--- config.mk ---
export PLATFORM = sky130hd
export DESIGN_NAME = mbx_tx_arb
export DESIGN_NICKNAME = d
export VERILOG_FILES = /design/src/rtl/mbx_arb_pkg.sv /design/src/rtl/mbx_prio_file.sv /design/src/rtl/mbx_max_tree.sv /design/src/rtl/mbx_req_bank.sv /design/src/rtl/mbx_tx_arb.sv
export SDC_FILE = /design/constraint.sdc
export NUM_CORES = 1
export LEC_CHECK = 0
export BUFFER_PORTS_ARGS = -buffer_cell sky130_fd_sc_hd__buf_4
export CAP_MARGIN = 20
export CORE_MARGIN = 1.5
export CORE_UTILIZATION = 45
export DETAILED_ROUTE_END_ITERATION = 10
export PLACE_DENSITY_LB_ADDON = 0.15
export SLEW_MARGIN = 20
export SYNTH_ARGS = -nofsm -noshare
export SYNTH_HDL_FRONTEND = slang
export SYNTH_SLANG_ARGS = --single-unit
--- constraint.sdc ---
create_clock -name clk -period 17.75 [get_ports clk]
set_input_delay 3.55 -clock clk [delete_from_list [all_inputs] [get_ports clk]]
set_output_delay 3.55 -clock clk [all_outputs]
set_load 0.01 [all_outputs]
--- src/rtl/mbx_arb_pkg.sv ---
package mbx_arb_pkg;

  // Register select for the low address bits when the top address bit is 0.
  typedef enum logic [2:0] {
    REG_ENA  = 3'd0,
    REG_DIR  = 3'd1,
    REG_SET  = 3'd2,
    REG_RST  = 3'd3,
    REG_ACK  = 3'd4,
    REG_AACK = 3'd5,
    REG_IMSK = 3'd6,
    REG_GFLG = 3'd7
  } reg_sel_e;

  // Priority field position inside a mailbox control word.
  localparam int PRIO_LSB = 8;
  // Flag bit position inside the global flag word.
  localparam int GFLG_BIT = 15;

endpackage

--- src/rtl/mbx_prio_file.sv ---
module mbx_prio_file #(
  parameter int MBX_N  = 32,
  parameter int PRIO_W = 6,
  parameter int IDX_W  = $clog2(MBX_N)
) (
  input  logic                      clk,
  input  logic                      rst,
  input  logic                      we,
  input  logic [IDX_W-1:0]          widx,
  input  logic [PRIO_W-1:0]         wprio,
  output logic [MBX_N*PRIO_W-1:0]   prio_flat
);

  logic [PRIO_W-1:0] prio_q [MBX_N];

  always_ff @(posedge clk) begin
    if (rst) begin
      for (int i = 0; i < MBX_N; i++) prio_q[i] <= '0;
    end else if (we) begin
      prio_q[widx] <= wprio;
    end
  end

  for (genvar g = 0; g < MBX_N; g++) begin : g_flat
    assign prio_flat[g*PRIO_W +: PRIO_W] = prio_q[g];
  end

endmodule

--- src/rtl/mbx_max_tree.sv ---
module mbx_max_tree #(
  parameter int MBX_N  = 32,
  parameter int PRIO_W = 6,
  parameter int IDX_W  = $clog2(MBX_N)
) (
  input  logic [MBX_N-1:0]          elig,
  input  logic [MBX_N*PRIO_W-1:0]   prio_flat,
  output logic                      any,
  output logic [IDX_W-1:0]          win_idx
);

  localparam int LEAVES = 1 << IDX_W;
  localparam int NODES  = 2 * LEAVES - 1;
  localparam int KEY_W  = PRIO_W + IDX_W;

  // Heap layout: root at 0, children of j at 2j+1 and 2j+2.
  logic             nv [NODES];
  logic [KEY_W-1:0] nk [NODES];

  for (genvar i = 0; i < LEAVES; i++) begin : g_leaf
    if (i < MBX_N) begin : g_real
      assign nv[LEAVES-1+i] = elig[i];
      assign nk[LEAVES-1+i] = {prio_flat[i*PRIO_W +: PRIO_W], IDX_W'(i)};
    end else begin : g_pad
      assign nv[LEAVES-1+i] = 1'b0;
      assign nk[LEAVES-1+i] = '0;
    end
  end

  // Key = {priority, index}: unique per mailbox, so a plain magnitude
  // compare yields highest priority first, highest index on a tie.
  for (genvar j = 0; j < LEAVES - 1; j++) begin : g_node
    logic take_r;
    assign take_r = nv[2*j+2] && (!nv[2*j+1] || (nk[2*j+2] > nk[2*j+1]));
    assign nv[j]  = nv[2*j+1] | nv[2*j+2];
    assign nk[j]  = take_r ? nk[2*j+2] : nk[2*j+1];
  end

  assign any     = nv[0];
  assign win_idx = nk[0][IDX_W-1:0];

endmodule

--- src/rtl/mbx_req_bank.sv ---
module mbx_req_bank
  import mbx_arb_pkg::*;
#(
  parameter int MBX_N  = 32,
  parameter int DATA_W = 32,
  parameter int IDX_W  = $clog2(MBX_N)
) (
  input  logic               clk,
  input  logic               rst,
  input  logic               wr_en,
  input  reg_sel_e           wr_sel,
  input  logic [DATA_W-1:0]  wr_data,
  input  logic               cur_act,
  input  logic [IDX_W-1:0]   cur_idx,
  input  logic [IDX_W-1:0]   gnt_idx,
  input  logic               fin_done,
  input  logic               fin_abort,
  output logic [MBX_N-1:0]   ena,
  output logic [MBX_N-1:0]   dir,
  output logic [MBX_N-1:0]   pend,
  output logic [MBX_N-1:0]   ack,
  output logic [MBX_N-1:0]   aack,
  output logic [MBX_N-1:0]   imask,
  output logic [MBX_N-1:0]   elig
);

  logic [MBX_N-1:0] wmask, set_m, rst_m, ackc_m, aackc_m;
  logic [MBX_N-1:0] cur_bit, fin_bit, imm_ab;
  logic [MBX_N-1:0] pend_n, ack_n, aack_n;

  assign wmask   = wr_data[MBX_N-1:0];
  assign set_m   = (wr_en && wr_sel == REG_SET)  ? wmask : '0;
  assign rst_m   = (wr_en && wr_sel == REG_RST)  ? wmask : '0;
  assign ackc_m  = (wr_en && wr_sel == REG_ACK)  ? wmask : '0;
  assign aackc_m = (wr_en && wr_sel == REG_AACK) ? wmask : '0;

  // The mailbox granted (or being granted this edge) is aborted through
  // the engine; every other pending one is cancelled right here.
  assign cur_bit = cur_act ? (MBX_N'(1) << cur_idx) : '0;
  assign fin_bit = MBX_N'(1) << gnt_idx;
  assign imm_ab  = rst_m & ~cur_bit & pend;

  always_comb begin
    pend_n = pend & ~imm_ab;
    if (fin_done || fin_abort) pend_n = pend_n & ~fin_bit;
    pend_n = pend_n | set_m;

    ack_n = ack & ~ackc_m;
    if (fin_done) ack_n = ack_n | fin_bit;

    aack_n = (aack & ~aackc_m) | imm_ab;
    if (fin_abort) aack_n = aack_n | fin_bit;
  end

  always_ff @(posedge clk) begin
    if (rst) begin
      ena   <= '0;
      dir   <= '0;
      imask <= '0;
      pend  <= '0;
      ack   <= '0;
      aack  <= '0;
    end else begin
      if (wr_en && wr_sel == REG_ENA)  ena   <= wmask;
      if (wr_en && wr_sel == REG_DIR)  dir   <= wmask;
      if (wr_en && wr_sel == REG_IMSK) imask <= wmask;
      pend <= pend_n;
      ack  <= ack_n;
      aack <= aack_n;
    end
  end

  assign elig = pend & ena & ~dir;

endmodule

--- src/rtl/mbx_tx_arb.sv ---
module mbx_tx_arb
  import mbx_arb_pkg::*;
#(
  parameter int MBX_N  = 32,
  parameter int PRIO_W = 6,
  parameter int DATA_W = 32
) (
  input  logic                        clk,
  input  logic                        rst,
  input  logic                        wr_en,
  input  logic [$clog2(MBX_N):0]      wr_addr,
  input  logic [DATA_W-1:0]           wr_data,
  input  logic [$clog2(MBX_N):0]      rd_addr,
  output logic [DATA_W-1:0]           rd_data,
  output logic                        tx_valid,
  output logic [$clog2(MBX_N)-1:0]    tx_idx,
  output logic                        tx_abort_req,
  input  logic                        eng_done,
  input  logic                        eng_abort,
  output logic                        irq
);

  localparam int IDX_W  = $clog2(MBX_N);
  localparam int ADDR_W = IDX_W + 1;

  logic                    wr_prio, wr_reg;
  reg_sel_e                wsel, rsel;
  logic [MBX_N*PRIO_W-1:0] prio_flat;
  logic [MBX_N-1:0]        ena, dir, pend, ack, aack, imask, elig;
  logic                    any_elig;
  logic [IDX_W-1:0]        win_idx;

  logic                    busy_q, valid_q, abt_q, gflag_q;
  logic [IDX_W-1:0]        gnt_q, gidx_q;
  logic [DATA_W-1:0]       rd_q;

  logic                    grant_now, cur_act, fin_done, fin_abort, rst_hit, gclr;
  logic [IDX_W-1:0]        cur_idx;

  assign wr_prio = wr_en &  wr_addr[ADDR_W-1];
  assign wr_reg  = wr_en & ~wr_addr[ADDR_W-1];
  assign wsel    = reg_sel_e'(wr_addr[2:0]);
  assign rsel    = reg_sel_e'(rd_addr[2:0]);

  mbx_prio_file #(.MBX_N(MBX_N), .PRIO_W(PRIO_W), .IDX_W(IDX_W)) u_prio (
    .clk       (clk),
    .rst       (rst),
    .we        (wr_prio),
    .widx      (wr_addr[IDX_W-1:0]),
    .wprio     (wr_data[PRIO_LSB +: PRIO_W]),
    .prio_flat (prio_flat)
  );

  mbx_req_bank #(.MBX_N(MBX_N), .DATA_W(DATA_W), .IDX_W(IDX_W)) u_bank (
    .clk       (clk),
    .rst       (rst),
    .wr_en     (wr_reg),
    .wr_sel    (wsel),
    .wr_data   (wr_data),
    .cur_act   (cur_act),
    .cur_idx   (cur_idx),
    .gnt_idx   (gnt_q),
    .fin_done  (fin_done),
    .fin_abort (fin_abort),
    .ena       (ena),
    .dir       (dir),
    .pend      (pend),
    .ack       (ack),
    .aack      (aack),
    .imask     (imask),
    .elig      (elig)
  );

  mbx_max_tree #(.MBX_N(MBX_N), .PRIO_W(PRIO_W), .IDX_W(IDX_W)) u_tree (
    .elig      (elig),
    .prio_flat (prio_flat),
    .any       (any_elig),
    .win_idx   (win_idx)
  );

  // Arbitration only runs while no grant is outstanding.
  assign grant_now = !busy_q && any_elig;
  assign cur_act   = busy_q || any_elig;
  assign cur_idx   = busy_q ? gnt_q : win_idx;
  assign fin_done  = busy_q && eng_done;
  assign fin_abort = busy_q && eng_abort && !eng_done;
  assign rst_hit   = wr_reg && wsel == REG_RST && cur_act && wr_data[cur_idx];
  assign gclr      = wr_reg && wsel == REG_GFLG && (&wr_data);

  always_ff @(posedge clk) begin
    if (rst) begin
      busy_q  <= 1'b0;
      valid_q <= 1'b0;
      gnt_q   <= '0;
      abt_q   <= 1'b0;
      gflag_q <= 1'b0;
      gidx_q  <= '0;
    end else begin
      valid_q <= grant_now;
      if (grant_now) begin
        busy_q <= 1'b1;
        gnt_q  <= win_idx;
      end else if (fin_done || fin_abort) begin
        busy_q <= 1'b0;
      end

      if (fin_done || fin_abort) abt_q <= 1'b0;
      else if (rst_hit)          abt_q <= 1'b1;

      if (fin_done && imask[gnt_q]) begin
        gflag_q <= 1'b1;
        gidx_q  <= gnt_q;
      end else if (gclr) begin
        gflag_q <= 1'b0;
      end
    end
  end

  always_ff @(posedge clk) begin
    if (rst) begin
      rd_q <= '0;
    end else if (rd_addr[ADDR_W-1]) begin
      rd_q <= DATA_W'(prio_flat[rd_addr[IDX_W-1:0]*PRIO_W +: PRIO_W]) << PRIO_LSB;
    end else begin
      unique case (rsel)
        REG_ENA:  rd_q <= DATA_W'(ena);
        REG_DIR:  rd_q <= DATA_W'(dir);
        REG_SET:  rd_q <= DATA_W'(pend);
        REG_RST:  rd_q <= abt_q ? (DATA_W'(1) << gnt_q) : '0;
        REG_ACK:  rd_q <= DATA_W'(ack);
        REG_AACK: rd_q <= DATA_W'(aack);
        REG_IMSK: rd_q <= DATA_W'(imask);
        REG_GFLG: rd_q <= (DATA_W'(gflag_q) << GFLG_BIT) | DATA_W'(gidx_q);
        default:  rd_q <= '0;
      endcase
    end
  end

  assign rd_data      = rd_q;
  assign tx_valid     = valid_q;
  assign tx_idx       = gnt_q;
  assign tx_abort_req = abt_q;
  assign irq          = gflag_q;

endmodule

Yosys cells after proc, flatten, opt, wreduce, memory -nomap -nowiden
Memory sizes are Yosys's and may differ from the RTL's.
Index checks and enable logic that the tools add are counted.

storage, ports and cells
  register bits = 238
  bits in writable memories = 192
  input bits = 49
  output and inout bits = 40
  logic and storage cells = 299
  memories = 1

memory list
  name           depth  width  read ports  clocked after Yosys merged registers in  write ports  line                 text
  u_prio.prio_q  32     6      32          0                                        32           mbx_prio_file.sv:14  logic [PRIO_W-1:0] prio_q [MBX_N];

operators by class
  multiply operators = 1
  order comparisons = 33
  eq/ne operators = 14
  shift operators = 3
  multiplexer cells = 59
  bitwise logic cells = 53
  reduce and logical (&&, ||, !) cells = 121

operators by type and width
  operator                                                     number
  greater-than comparator 11 bit                               31
  two-way mux 11 bit                                           30
  two-way mux 32 bit                                           9
  bitwise AND 32 bit                                           8
  case mux 32 bit (8 select lines)                             1
  inverter 32 bit                                              6
  indexed part select 192 x 9 -> 6 bit                         1
  bitwise OR 32 bit                                            4
  left shift 1 x 5 -> 32 bit (first input constant)            2
  logical AND 1 bit                                            47
  logical NOT 1 bit                                            33
  logical OR 1 bit                                             33
  AND reduction 32 bit                                         1
  bitwise OR 1 bit                                             31
  equality test 3 bit (second input constant)                  8
  bitwise OR 16 x 5 -> 16 bit                                  1
  two-way mux 5 bit                                            3
  two-way mux 14 bit                                           1
  equality test 3 x 2 -> 1 bit (second input constant)         4
  less-than comparator 5 x 6 -> 1 bit (second input constant)  2
  two-way mux 1 bit                                            12
  binary-select mux 1 bit (select 5 bit)                       2
  multiplier 5 x 2 -> 7 bit (second input constant)            1
  equality test 3 x 1 -> 1 bit (second input constant)         2
  other kinds (7)                                              11

Depth between registers and ports, before layout
  word-level depth = 33
  depth in mapped cells = 56
  mapped depth without buffers = 50

Modules after synthesis
Synthesis repeated with hierarchy kept, for this count alone.

second synthesis, totals
  cell total of the unflattened synthesis = 3263
  area total of the unflattened synthesis = 29141.7 um2

modules (own cells, without submodules)
  module         instances  cells an instance  area each (um2)  seq. area each (um2)
  mbx_req_bank   1          1058               8431.8           3843.7
  mbx_prio_file  1          503                7662.3           5765.5
  mbx_max_tree   1          1006               7184.4           0.0
  mbx_tx_arb     1          696                5863.1           920.9

Worst setup path before layout
OpenSTA, ideal clock, no wires.

  kind = reg-to-reg
  start point = mem u_prio.prio_q[27][1]
  end point = reg u_bank.pend[26]
  library setup time = 0.058 ns
  data arrival time = 10.081 ns
  required time = 17.692 ns
  setup slack = 7.611 ns
  stages on the path, launching flop included = 50
  path buffers = 4
  clock period less this slack = 10.139 ns
  path through = edfxtp_1 ha_1 a2111oi_0 nor3_1 nor2_1 mux2_2 ha_1 and4_1 a221oi_1 o21a_1 o2111ai_1 nand2_1 clkbuf_1 nor2_1 a21oi_1 inv_1 ha_1 or2_2 [... 14 more ...] clkbuf_1 nor2_1 a21oi_1 ha_1 a21oi_1 o22ai_1 nor3_1 nand2b_1 a211oi_1 a31oi_1 a21o_1 nor2_1 o31ai_2 or3_1 buf_2 o311a_1 a2111oi_0 a21o_1

RTL lines
  what                  line                 text
  from (decl)           mbx_prio_file.sv:14
  to (signal assigned)  mbx_req_bank.sv:67   pend <= pend_n;
  to (decl)             mbx_req_bank.sv:20   output logic [MBX_N-1:0] pend,

==> results.yml <==
setup_path:
  cpMostUsedCell: "ha_1"
  cp_slowest_cell: "nor2_1"
  timing.critical_path.buf_inv: 2
  path_class: "flip-flop to flip-flop"
  r2r_start: "u_prio.prio_q[27][1]$_SDFFCE_PN0P_"
  cp_top_family: "compound AO/OA/AOI/OAI gates"
  rr_worst_depth: 46
  start_kind: "flip-flop"
  r2r-end: "u_bank.pend[6]$_SDFF_PP0_"
  critPathArrivalTime_ns: 12.91
  reg2reg_slack_ns: 5.41
  endpoint_kind: "flip-flop"
  crit_path_max_fanout: 19
  critical_path_depth: 46
  slowest_delay_ns: 0.66
  worst_ep_required_time_ns: 18.31
drt:
  vias: 25780
  routed_via_density: 6.339
  ant_nets: 0
  drc_errors: 0
  firstDrtPassIters: 6
  wl_mm: 104.4
  wl_per_cell_um: 25.68
  drtIter0Drc: 2941
floorplan:
  die_h_um: 253.5
  rows: 91
  die_w_um: 253.5
  dieArea_um2: 64270
  start_util: 0.4568
  ios: 89
  core_area_um2: 61830
global_route:
  track_usage: 0.3230
  grt_pass1_wl_mm: 155.9
  grt_max_degree: 92
  overflow: 0
  grt_pass1_vias: 24860
  antenna_found_initial: 3
yosys:
  synth_most_common_cell: "nand2_1"
  ys_seq_area_frac: 0.3728
  synth_area_um2: 28240
  ys_warn_count: 0
  ys_async_sr_fraction: 0
  yosysTopAreaCellShare: 0.2041
  synth_top_cells_by_area: "edfxtp_1 (20%), dfxtp_1 (17%), ha_1 (6.6%)"
  ys_seq_elements: 430
  synth_cell_type_count: 96
  yosys.area.top_type: "edfxtp_1"
  synthTopCellsByCount: "nand2_1 (406), nor2_1 (323), a21oi_1 (274)"
  syn_nets: 3434
  synth_edf_count: 192
  synthCells: 3235
  syn_avg_cell_area_um2: 8.731
  synth_flop_cell: "dfxtp_1"
cts:
  cts_setup_buffers: 0
  worstSkewPairLatency_ns: 0.62
  htreeDepth: 2
  cts_tree: "yes"
  cts_buffer_depth: 3
  cts.clk_slew.worst_paths_ns: 0.06
  cts-resized-gates: 0
  clock-sinks: 430
  cts_hold_buffers: 0
  cts_buffers: 49
  cts-root-buf: "clkbuf_16"
sta:
  rsz0062_at_grt: "no"
  slew_viol_final: 0
  slew_headroom: 0.2772
  tns_ns: 0
  period_needed_ns: 12.34
  fmax_ghz: 0.08101
  clock_skew_ns: 0.02254
  finalHoldViolCount: 0
  max_slew.worst_pin.slew_ns: 1.079
  period_share: 0.6954
  fin_ws_ns: 5.406
  setup_viol: 0
power_and_ir_drop:
  power_density_nw_per_um2: 78.69
  power.leakage_uw: 0.01166
  ir_worst_vdd_v: 0.00007792
placed_design:
  port_buffers: 88
  dpl.hpwl_mm: 71.97
  gp_congestion: 0.9880
  post-place-ws_ns: 5.692
layout:
  fin_nets: 3385
  syn_to_final_growth_pct: 9.937
  drive_above_1_share: 0.1249
min_path:
  min_path_type: "flip-flop to flip-flop"
  hold_path_end: "u_bank.dir[15]$_SDFFE_PP0P_"
  min_delay_path_depth: 2
  hold_path.startpoint: "u_bank.dir[15]$_SDFFE_PP0P_"
run:
  cap_violations: 0
status:
  outcome: "complete, no violations"
## worst min-delay path, stage by stage, from the launching register on
cell,delay (ns)
dfxtp_1,0.31
nand2_1,0.05
a21oi_1,0.05
## layer usage
metal	global-route usage	wire length [µm]	vias to the layer above
li1	-	-	11650
met1	0.4425	42960	12500
met2	0.5112	47550	1394
met3	0.05203	9884	233
met4	0.1235	4026	2
met5	0	13	-
## how the worst max path moves through the flow
stage	startpoint	end	slack (ns)
2_1_floorplan	u_prio.prio_q[27][1]$_SDFFCE_PN0P_	u_bank.pend[26]$_SDFF_PP0_	7.61
3_3_place_gp	u_prio.prio_q[27][1]$_SDFFCE_PN0P_	u_bank.pend[26]$_SDFF_PP0_	5.87
3_5_place_dp	u_prio.prio_q[26][1]$_SDFFCE_PN0P_	u_bank.pend[6]$_SDFF_PP0_	5.69
4_1_cts	u_prio.prio_q[27][1]$_SDFFCE_PN0P_	u_bank.pend[6]$_SDFF_PP0_	5.63
5_1_grt	u_prio.prio_q[11][2]$_SDFFCE_PN0P_	u_bank.pend[30]$_SDFF_PP0_	4.26
6_report	u_prio.prio_q[27][1]$_SDFFCE_PN0P_	u_bank.pend[6]$_SDFF_PP0_	5.41
## registers in the layout, summed over array words and instances (netlist names)
register	count
u_bank.ack	32
tx_idx	5
tx_abort_req	1
u_bank.ena	32
busy_q	1
u_bank.aack	32
rd_data	32
u_bank.dir	32
u_bank.pend	32
gidx_q	5
tx_valid	1
irq	1
u_bank.imask	32
u_prio.prio_q	192
## metrics by stage
stage	cell area (µm²)	hold WS (ns)	utilization	total power [µW]	std cells
2_1_floorplan	28240	0.4363	-	1296	3235
3_3_place_gp	29400	0.4419	0.4755	1407	3972
3_5_place_dp	29400	0.4544	0.4755	1411	3972
4_1_cts	31040	0.4669	0.5021	2448	4064
5_1_grt	31040	0.4798	0.5021	2523	4064
6_report	31050	0.4663	0.5022	2443	4067
## where the power goes
group / switching, µW / leakage, µW / internal, µW
clock: 443 / 0.000794 / 602
combinational: 193 / 0.00712 / 111
sequential: 29.4 / 0.00375 / 1060
## layout by cell type, fill, tap and decap left out, types with 49 or more instances in the layout
cell type / instances
nand2_1: 406
nor2_1: 318
a21oi_1: 274
dfxtp_1: 237
edfxtp_1: 192
and2_1: 178
inv_1: 152
ha_1: 150
buf_4: 121
a22oi_1: 88
nor3_1: 83
mux4_2: 70
o21ai_0: 67
or2_2: 54
clkbuf_16: 50
nor2b_1: 49
nand3_1: 49
## cell type report
class,instances,area (µm²)
clock inverter,21,220.2
antenna,3,7.507
clock buffer,71,1420
multi-input combinational,2430,16330
sequential,430,10530
timing repair buffer,122,922.1
tap,837,1047
fill,5771,30780
inverter,153,574.3
## cells by family (layout without fill, tap and decap cells)
logic type	count (synthesis)	count (layout)	share of synthesized area
flip-flops	430	430	0.3728
multiplexers	142	142	0.08298
other	0	3	0
buffers and inverters	375	367	0.05041
AND/OR/NAND/NOR	1321	1321	0.2291
adder cells (fa/ha/maj)	150	150	0.06645
AO/OA/AOI/OAI	815	815	0.1976
XOR/XNOR	2	2	0.0006203
(Power assumes the default switching activity.)
